--- config.mk ---
export PLATFORM = sky130hd
export DESIGN_NAME = ntt_xfer_agu
export DESIGN_NICKNAME = d
export VERILOG_FILES = /design/src/rtl/ntt_xfer_pkg.sv /design/src/rtl/ntt_xfer_ctrl.sv /design/src/rtl/ntt_xfer_perm.sv /design/src/rtl/ntt_xfer_path.sv /design/src/rtl/ntt_xfer_agu.sv
export SDC_FILE = /design/constraint.sdc
export NUM_CORES = 1
export LEC_CHECK = 0
export BUFFER_PORTS_ARGS = -buffer_cell sky130_fd_sc_hd__buf_2
export CAP_MARGIN = 20
export CORE_UTILIZATION = 27
export CTS_CLUSTER_SIZE = 30
export DETAILED_ROUTE_END_ITERATION = 7
export HOLD_SLACK_MARGIN = 0.12
export PLACE_DENSITY = 0.51
export SETUP_SLACK_MARGIN = 0.3
export SLEW_MARGIN = 25
export SYNTH_ARGS = -nofsm -noshare
export SYNTH_HDL_FRONTEND = slang
export SYNTH_SLANG_ARGS = --single-unit
--- constraint.sdc ---
create_clock -name clk -period 3.9 [get_ports clk]
set_clock_uncertainty 0.1 [all_clocks]
set_input_delay 0 -clock clk [delete_from_list [all_inputs] [get_ports clk]]
set_output_delay 0 -clock clk [all_outputs]
set_load 0.1 [all_outputs]
--- src/rtl/ntt_xfer_pkg.sv ---
package ntt_xfer_pkg;

  typedef enum logic [1:0] {
    XFER_LINEAR        = 2'd0,
    XFER_TRANSPOSE     = 2'd1,
    XFER_TRANSPOSE_REV = 2'd2,
    XFER_SPARE         = 2'd3
  } xferMode_t;

  typedef struct packed {
    logic load;
    logic step;
  } ctrlStrobes_t;

endpackage

--- src/rtl/ntt_xfer_ctrl.sv ---
module ntt_xfer_ctrl
  import ntt_xfer_pkg::*;
(
  input  logic         clk,
  input  logic         rstN,
  input  logic         start,
  input  logic         lastBeat,
  output ctrlStrobes_t strobes,
  output logic         busy,
  output logic         beatValid,
  output logic         done
);

  typedef enum logic [1:0] {
    ST_IDLE = 2'd0,
    ST_RUN  = 2'd1,
    ST_FIN  = 2'd2
  } ctrlState_t;

  ctrlState_t stateQ, stateD;

  always_comb begin
    stateD  = stateQ;
    strobes = '0;
    unique case (stateQ)
      ST_IDLE: begin
        if (start) begin
          strobes.load = 1'b1;
          stateD       = ST_RUN;
        end
      end
      ST_RUN: begin
        strobes.step = 1'b1;
        if (lastBeat) stateD = ST_FIN;
      end
      ST_FIN:  stateD = ST_IDLE;
      default: stateD = ST_IDLE;
    endcase
  end

  always_ff @(posedge clk) begin
    if (!rstN) stateQ <= ST_IDLE;
    else       stateQ <= stateD;
  end

  assign busy      = (stateQ == ST_RUN);
  assign beatValid = (stateQ == ST_RUN);
  assign done      = (stateQ == ST_FIN);

endmodule

--- src/rtl/ntt_xfer_perm.sv ---
module ntt_xfer_perm
  import ntt_xfer_pkg::*;
#(
  parameter int LOG_N  = 12,
  parameter int LOG_K  = 3,
  parameter int ADDR_W = 32,
  localparam int LOG_C  = LOG_N / 2,
  localparam int LOG_G  = LOG_C,
  localparam int BEAT_W = LOG_K + LOG_C,
  localparam int LEN_W  = BEAT_W + 1
) (
  input  xferMode_t           mode,
  input  logic [BEAT_W-1:0]   cnt,
  input  logic [LOG_G-1:0]    groupBase,
  input  logic [ADDR_W-1:0]   base,
  output logic [ADDR_W-1:0]   dramAddr,
  output logic [BEAT_W-1:0]   bufAddr,
  output logic                burstFirst,
  output logic [LEN_W-1:0]    burstLen
);

  localparam logic [LEN_W-1:0] LEN_ALL   = LEN_W'(1) << BEAT_W;
  localparam logic [LEN_W-1:0] LEN_SLOTS = LEN_W'(1) << LOG_K;
  localparam logic [LEN_W-1:0] LEN_GROUP = LEN_W'(1) << LOG_C;

  // Group-major split: slot in the top bits, coefficient in the low bits.
  logic [LOG_K-1:0] slotMajor;
  logic [LOG_C-1:0] innerMajor;
  // Coefficient-major split: slot in the low bits, coefficient on top.
  logic [LOG_K-1:0] slotMinor;
  logic [LOG_C-1:0] innerMinor;

  assign slotMajor  = cnt[BEAT_W-1 -: LOG_K];
  assign innerMajor = cnt[LOG_C-1:0];
  assign slotMinor  = cnt[LOG_K-1:0];
  assign innerMinor = cnt[BEAT_W-1 -: LOG_C];

  logic [LOG_G-1:0] groupMajor, groupMinor;
  assign groupMajor = groupBase + LOG_G'(slotMajor);
  assign groupMinor = groupBase + LOG_G'(slotMinor);

  logic [LOG_G-1:0] groupMajorRev;
  logic [LOG_C-1:0] innerMajorRev;

  for (genvar b = 0; b < LOG_C; b++) begin : g_rev
    assign groupMajorRev[b] = groupMajor[LOG_C-1-b];
    assign innerMajorRev[b] = innerMajor[LOG_C-1-b];
  end

  logic [LOG_N-1:0] offset;

  always_comb begin
    unique case (mode)
      XFER_TRANSPOSE: begin
        offset     = {innerMinor, groupMinor};
        bufAddr    = {slotMinor, innerMinor};
        burstFirst = (slotMinor == '0);
        burstLen   = LEN_SLOTS;
      end
      XFER_TRANSPOSE_REV: begin
        offset     = {groupMajorRev, innerMajor};
        bufAddr    = {slotMajor, innerMajorRev};
        burstFirst = (innerMajor == '0);
        burstLen   = LEN_GROUP;
      end
      default: begin
        offset     = {groupMajor, innerMajor};
        bufAddr    = cnt;
        burstFirst = (cnt == '0);
        burstLen   = LEN_ALL;
      end
    endcase
  end

  assign dramAddr = base + ADDR_W'(offset);

endmodule

--- src/rtl/ntt_xfer_path.sv ---
module ntt_xfer_path
  import ntt_xfer_pkg::*;
#(
  parameter int LOG_N  = 12,
  parameter int LOG_K  = 3,
  parameter int ADDR_W = 32,
  localparam int LOG_C  = LOG_N / 2,
  localparam int LOG_G  = LOG_C,
  localparam int BEAT_W = LOG_K + LOG_C,
  localparam int LEN_W  = BEAT_W + 1
) (
  input  logic              clk,
  input  logic              rstN,
  input  ctrlStrobes_t      strobes,
  input  logic [1:0]        cmdMode,
  input  logic [LOG_G-1:0]  cmdGroup,
  input  logic [ADDR_W-1:0] cmdBase,
  output logic              lastBeat,
  output logic [ADDR_W-1:0] dramAddr,
  output logic [BEAT_W-1:0] bufAddr,
  output logic              burstFirst,
  output logic [LEN_W-1:0]  burstLen
);

  xferMode_t         modeQ;
  logic [LOG_G-1:0]  groupQ;
  logic [ADDR_W-1:0] baseQ;
  logic [BEAT_W-1:0] cntQ;

  always_ff @(posedge clk) begin
    if (!rstN) begin
      modeQ  <= XFER_LINEAR;
      groupQ <= '0;
      baseQ  <= '0;
      cntQ   <= '0;
    end else if (strobes.load) begin
      modeQ  <= xferMode_t'(cmdMode);
      groupQ <= cmdGroup;
      baseQ  <= cmdBase;
      cntQ   <= '0;
    end else if (strobes.step) begin
      cntQ   <= cntQ + BEAT_W'(1);
    end
  end

  assign lastBeat = &cntQ;

  ntt_xfer_perm #(
    .LOG_N (LOG_N),
    .LOG_K (LOG_K),
    .ADDR_W(ADDR_W)
  ) i_perm (
    .mode      (modeQ),
    .cnt       (cntQ),
    .groupBase (groupQ),
    .base      (baseQ),
    .dramAddr  (dramAddr),
    .bufAddr   (bufAddr),
    .burstFirst(burstFirst),
    .burstLen  (burstLen)
  );

endmodule

--- src/rtl/ntt_xfer_agu.sv ---
module ntt_xfer_agu
  import ntt_xfer_pkg::*;
#(
  parameter int LOG_N  = 12,
  parameter int LOG_K  = 3,
  parameter int ADDR_W = 32,
  localparam int LOG_C  = LOG_N / 2,
  localparam int BEAT_W = LOG_K + LOG_C,
  localparam int LEN_W  = BEAT_W + 1
) (
  input  logic              clk,
  input  logic              rstN,
  input  logic              start,
  input  logic [1:0]        cmdMode,
  input  logic [LOG_C-1:0]  cmdGroup,
  input  logic [ADDR_W-1:0] cmdBase,
  output logic              busy,
  output logic              done,
  output logic              beatValid,
  output logic [ADDR_W-1:0] dramAddr,
  output logic [BEAT_W-1:0] bufAddr,
  output logic              burstStart,
  output logic [LEN_W-1:0]  burstLen
);

  ctrlStrobes_t strobes;
  logic         lastBeat;
  logic         burstFirst;

  ntt_xfer_ctrl i_ctrl (
    .clk      (clk),
    .rstN     (rstN),
    .start    (start),
    .lastBeat (lastBeat),
    .strobes  (strobes),
    .busy     (busy),
    .beatValid(beatValid),
    .done     (done)
  );

  ntt_xfer_path #(
    .LOG_N (LOG_N),
    .LOG_K (LOG_K),
    .ADDR_W(ADDR_W)
  ) i_path (
    .clk       (clk),
    .rstN      (rstN),
    .strobes   (strobes),
    .cmdMode   (cmdMode),
    .cmdGroup  (cmdGroup),
    .cmdBase   (cmdBase),
    .lastBeat  (lastBeat),
    .dramAddr  (dramAddr),
    .bufAddr   (bufAddr),
    .burstFirst(burstFirst),
    .burstLen  (burstLen)
  );

  assign burstStart = beatValid & burstFirst;

endmodule

==> out/qor.txt <==
vias in the first global route: 3684
DP HPWL: 8330 um
reg-to-reg startpoint: i_ctrl.stateQ[0]
DRT iter0 DRCs: 200
global-route usage over all layers: 0.166
Yosys warning count: 0
Hold Path Class: input pin to register
Crit. Startpoint: i_path.cntQ[6]
leading area contributor after synthesis: dfxtp_1
crit-path max FO: 3
CP required: 3.80 ns
Lkg Pwr: 2.63 nW
setup ws final: 0.202 ns
clock power share: 0.270
total negative slack: 0 ns
Clock Tree Buf Depth: 2
Cells after Synth: 472
unrepaired setup endpoints after global routing: true
share of layout cells above drive strength 1: 0.377
Area Overhead vs Synth: 72.6%
GPL Wtd Cong: 0.889
max_slew headroom: 0.343
net switching power of the design: 0.000699 W
syn_area_per_cell: 7.75 um^2
first-pass GRT wire length: 18400 um
dpl cell area: 5180 um^2
top achievable clock speed: 0.270 GHz
H-tree lvl count: 2
diode count: 0
height of the die: 118 um
asr flop ratio synth: 0
initial antenna violation count: 0
fin crit period: 3.70 ns
Core Util, Final: 0.476
largest net degree at the start of global routing: 44
non-filler cells, final: 792
kind of critical path: register to primary output
antenna-violating nets left: 0
clk_lat worst skew: 0.30 ns
status: finished clean
clock sink count: 51
synthesized area: 3660 um^2
Synth area leaders: dfxtp_1 28%, nand2_1 11%, a21boi_0 8.4%, ha_1 8.2%, xor2_1 5.7%
Vias: 3807
total wire length: 11800 um
die area: 14000 um^2
Pint: 0.00106 W
post-route cell area: 6310 um^2
CTS tree: built
Fin. Hold Viols: 0
layout net count: 685
row count: 42
CORE AREA: 13200 um^2
Starting Density: 0.276
FF-to-FF path depth: 5
Worst-Margin Slew: 0.985 ns
via/cell ratio: 4.81
Post-Place Cells: 725
DRC: 0
Reg clk slew, reported paths: 0.07 ns
grt ovf: 0
Post-synth EDFFs: 0
Die Wd: 118 um
hold path startpoint: rstN
# port buffers: 90
Worst Hold Depth: 2
Logic pwr share: 0.393
worst ir drop on vdd: 200 uV
Sw Ratio: 0.398
WP data arrival: 3.60 ns
DRT Pass-1 Iters: 4
Root Buffer: clkbuf_16
Tcrit/Tclk final: 0.948
Max Slew Vio Count: 0
max_cap viols: 0
sequential share of power: 0.337
Unique masters post-synth: 51
Num CTS Buffers: 5
synthesis-stage register bit count: 51
top_reg_cell synth: dfxtp_1
top cell type's share of synthesized area: 0.279
Seq/Total Area, Yosys: 0.279
Fill cells: 1258
I/O pins: 98
power density cells: 278 nW/um^2
pre-CTS WS: 0.157 ns
final setup violation count: 0
crit start category: register
DR WL/cell: 14.9 um
Setup crit end kind: primary output
[cells in the final DEF (no fill, tap or decap), types with 4 or more instances in the layout]
cell             n
nand2_1        106
buf_2           64
dfxtp_1         46
a21boi_0        41
dlygate4sd3_1   40
buf_4           27
buf_12          26
nor2_1          16
xor2_4          14
ha_1            14
a21oi_1         13
inv_1            9
a22oi_1          9
a22o_1           9
a21oi_2          9
o21ai_1          8
nand4_1          8
nand3_1          8
xnor2_4          8
buf_6            8
o21ai_0          7
xor2_1           7
nor2_4           7
ha_4             7
conb_1           7
xnor2_1          6
a21o_1           5
xnor2_2          5
clkbuf_16        5
nor3_4           4
nand3_2          4
[cells by family after synthesis]
kind of cell,synth area share
and+or+nand+nor,0.225
AOI/OAI and AO/OA,0.226
DFF,0.279
buffers and inverters,0.0647
xor gates and xnor gates,0.103
adders and majority gates,0.0986
other,0.00103
muxes,0.00274
[power by group through the flow]
stage	Clock (W)	Combinational, W	Sequential, W
after CTS	0.000495	0.000666	0.000593
final	0.000474	0.000690	0.000592
after floorplan	0	0.000479	0.000592
after detailed placement	0	0.000617	0.000603
after global placement	0	0.000612	0.000602
after global routing	0.000511	0.000725	0.000598
[metal layers]
| layer | wire [um] | global-route usage | part of all wire |
|---|---|---|---|
| met4 | 325 | 0.0713 | 0.028 |
| met5 | 0 | 0 | 0 |
| met3 | 383 | 0.0188 | 0.032 |
| met1 | 5240 | 0.210 | 0.44 |
| met2 | 5870 | 0.282 | 0.50 |
[Yosys cell counts, types with 10 or more instances]
library cell  count
nor2_1           22
xnor2_1          19
xor2_1           24
ha_1             24
a21boi_0         41
a21oi_1          22
inv_1            10
dfxtp_1          51
nand2_1         109
nand3_1          12
clkbuf_1         24
o21ai_0          18
[final cells by class]
class | instances | area (um^2) | area share
clock buffers | 7 | 153 | 0.0242
clock inverters | 1 | 7.51 | 0.00119
inverters | 10 | 37.5 | 0.00595
multi-input cells | 379 | 3300 | 0.523
flip-flops and latches | 51 | 1030 | 0.164
well taps | 176 | 220 | 0.0349
repair buffers | 168 | 1560 | 0.247
[path summary, 6_finish.rpt]
check | to | slack [ns]
setup / recovery | dramAddr[21] | 0.20
hold / removal | i_path.groupQ[0] | 0.21
setup reg to reg | i_path.baseQ[30] | 1.82
hold reg to reg | i_path.baseQ[11] | 0.37
[flip-flops by register name, summed over array words and instances (netlist names)]
signal and cells:
i_path.groupQ 6, i_path.modeQ 2, i_path.baseQ 32, i_ctrl.stateQ 2, i_path.cntQ 9
[what timing repair did]
item / in CTS / in global routing
gates resized for setup: 42 / 44
pin swaps: 24 / 32
setup endpoints to repair: 24 / 26
hold endpoints to repair: 40 / 0
hold buffers: 40 / 0
setup buffers: 10 / 9
[critical path, stage by stage, from the launching register on]
cell and delay [ns]:
dfxtp_2 0.36, ha_4 0.14, inv_2 0.03, fa_2 0.34, nor2b_1 0.12, o21ai_1 0.07
xnor2_1 0.17, a221oi_2 0.28, a21oi_2 0.08, ha_4 0.28, nand2_2 0.05, o21a_1 0.23
o21ai_4 0.23, a2bb2oi_4 0.10, buf_6 0.16, nor3_4 0.26, xor2_4 0.19, buf_12 0.19
[stage by stage]
| step | hold slack, ns | power [W] |
|---|---|---|
| global placement | 0.152 | 0.00121 |
| floorplan | 0.0449 | 0.00107 |
| detailed placement | 0.163 | 0.00122 |
| finish | 0.211 | 0.00176 |
| CTS | 0.219 | 0.00175 |
| global route | 0.254 | 0.00183 |
No activity file was read; power rests on OpenSTA's default activity.
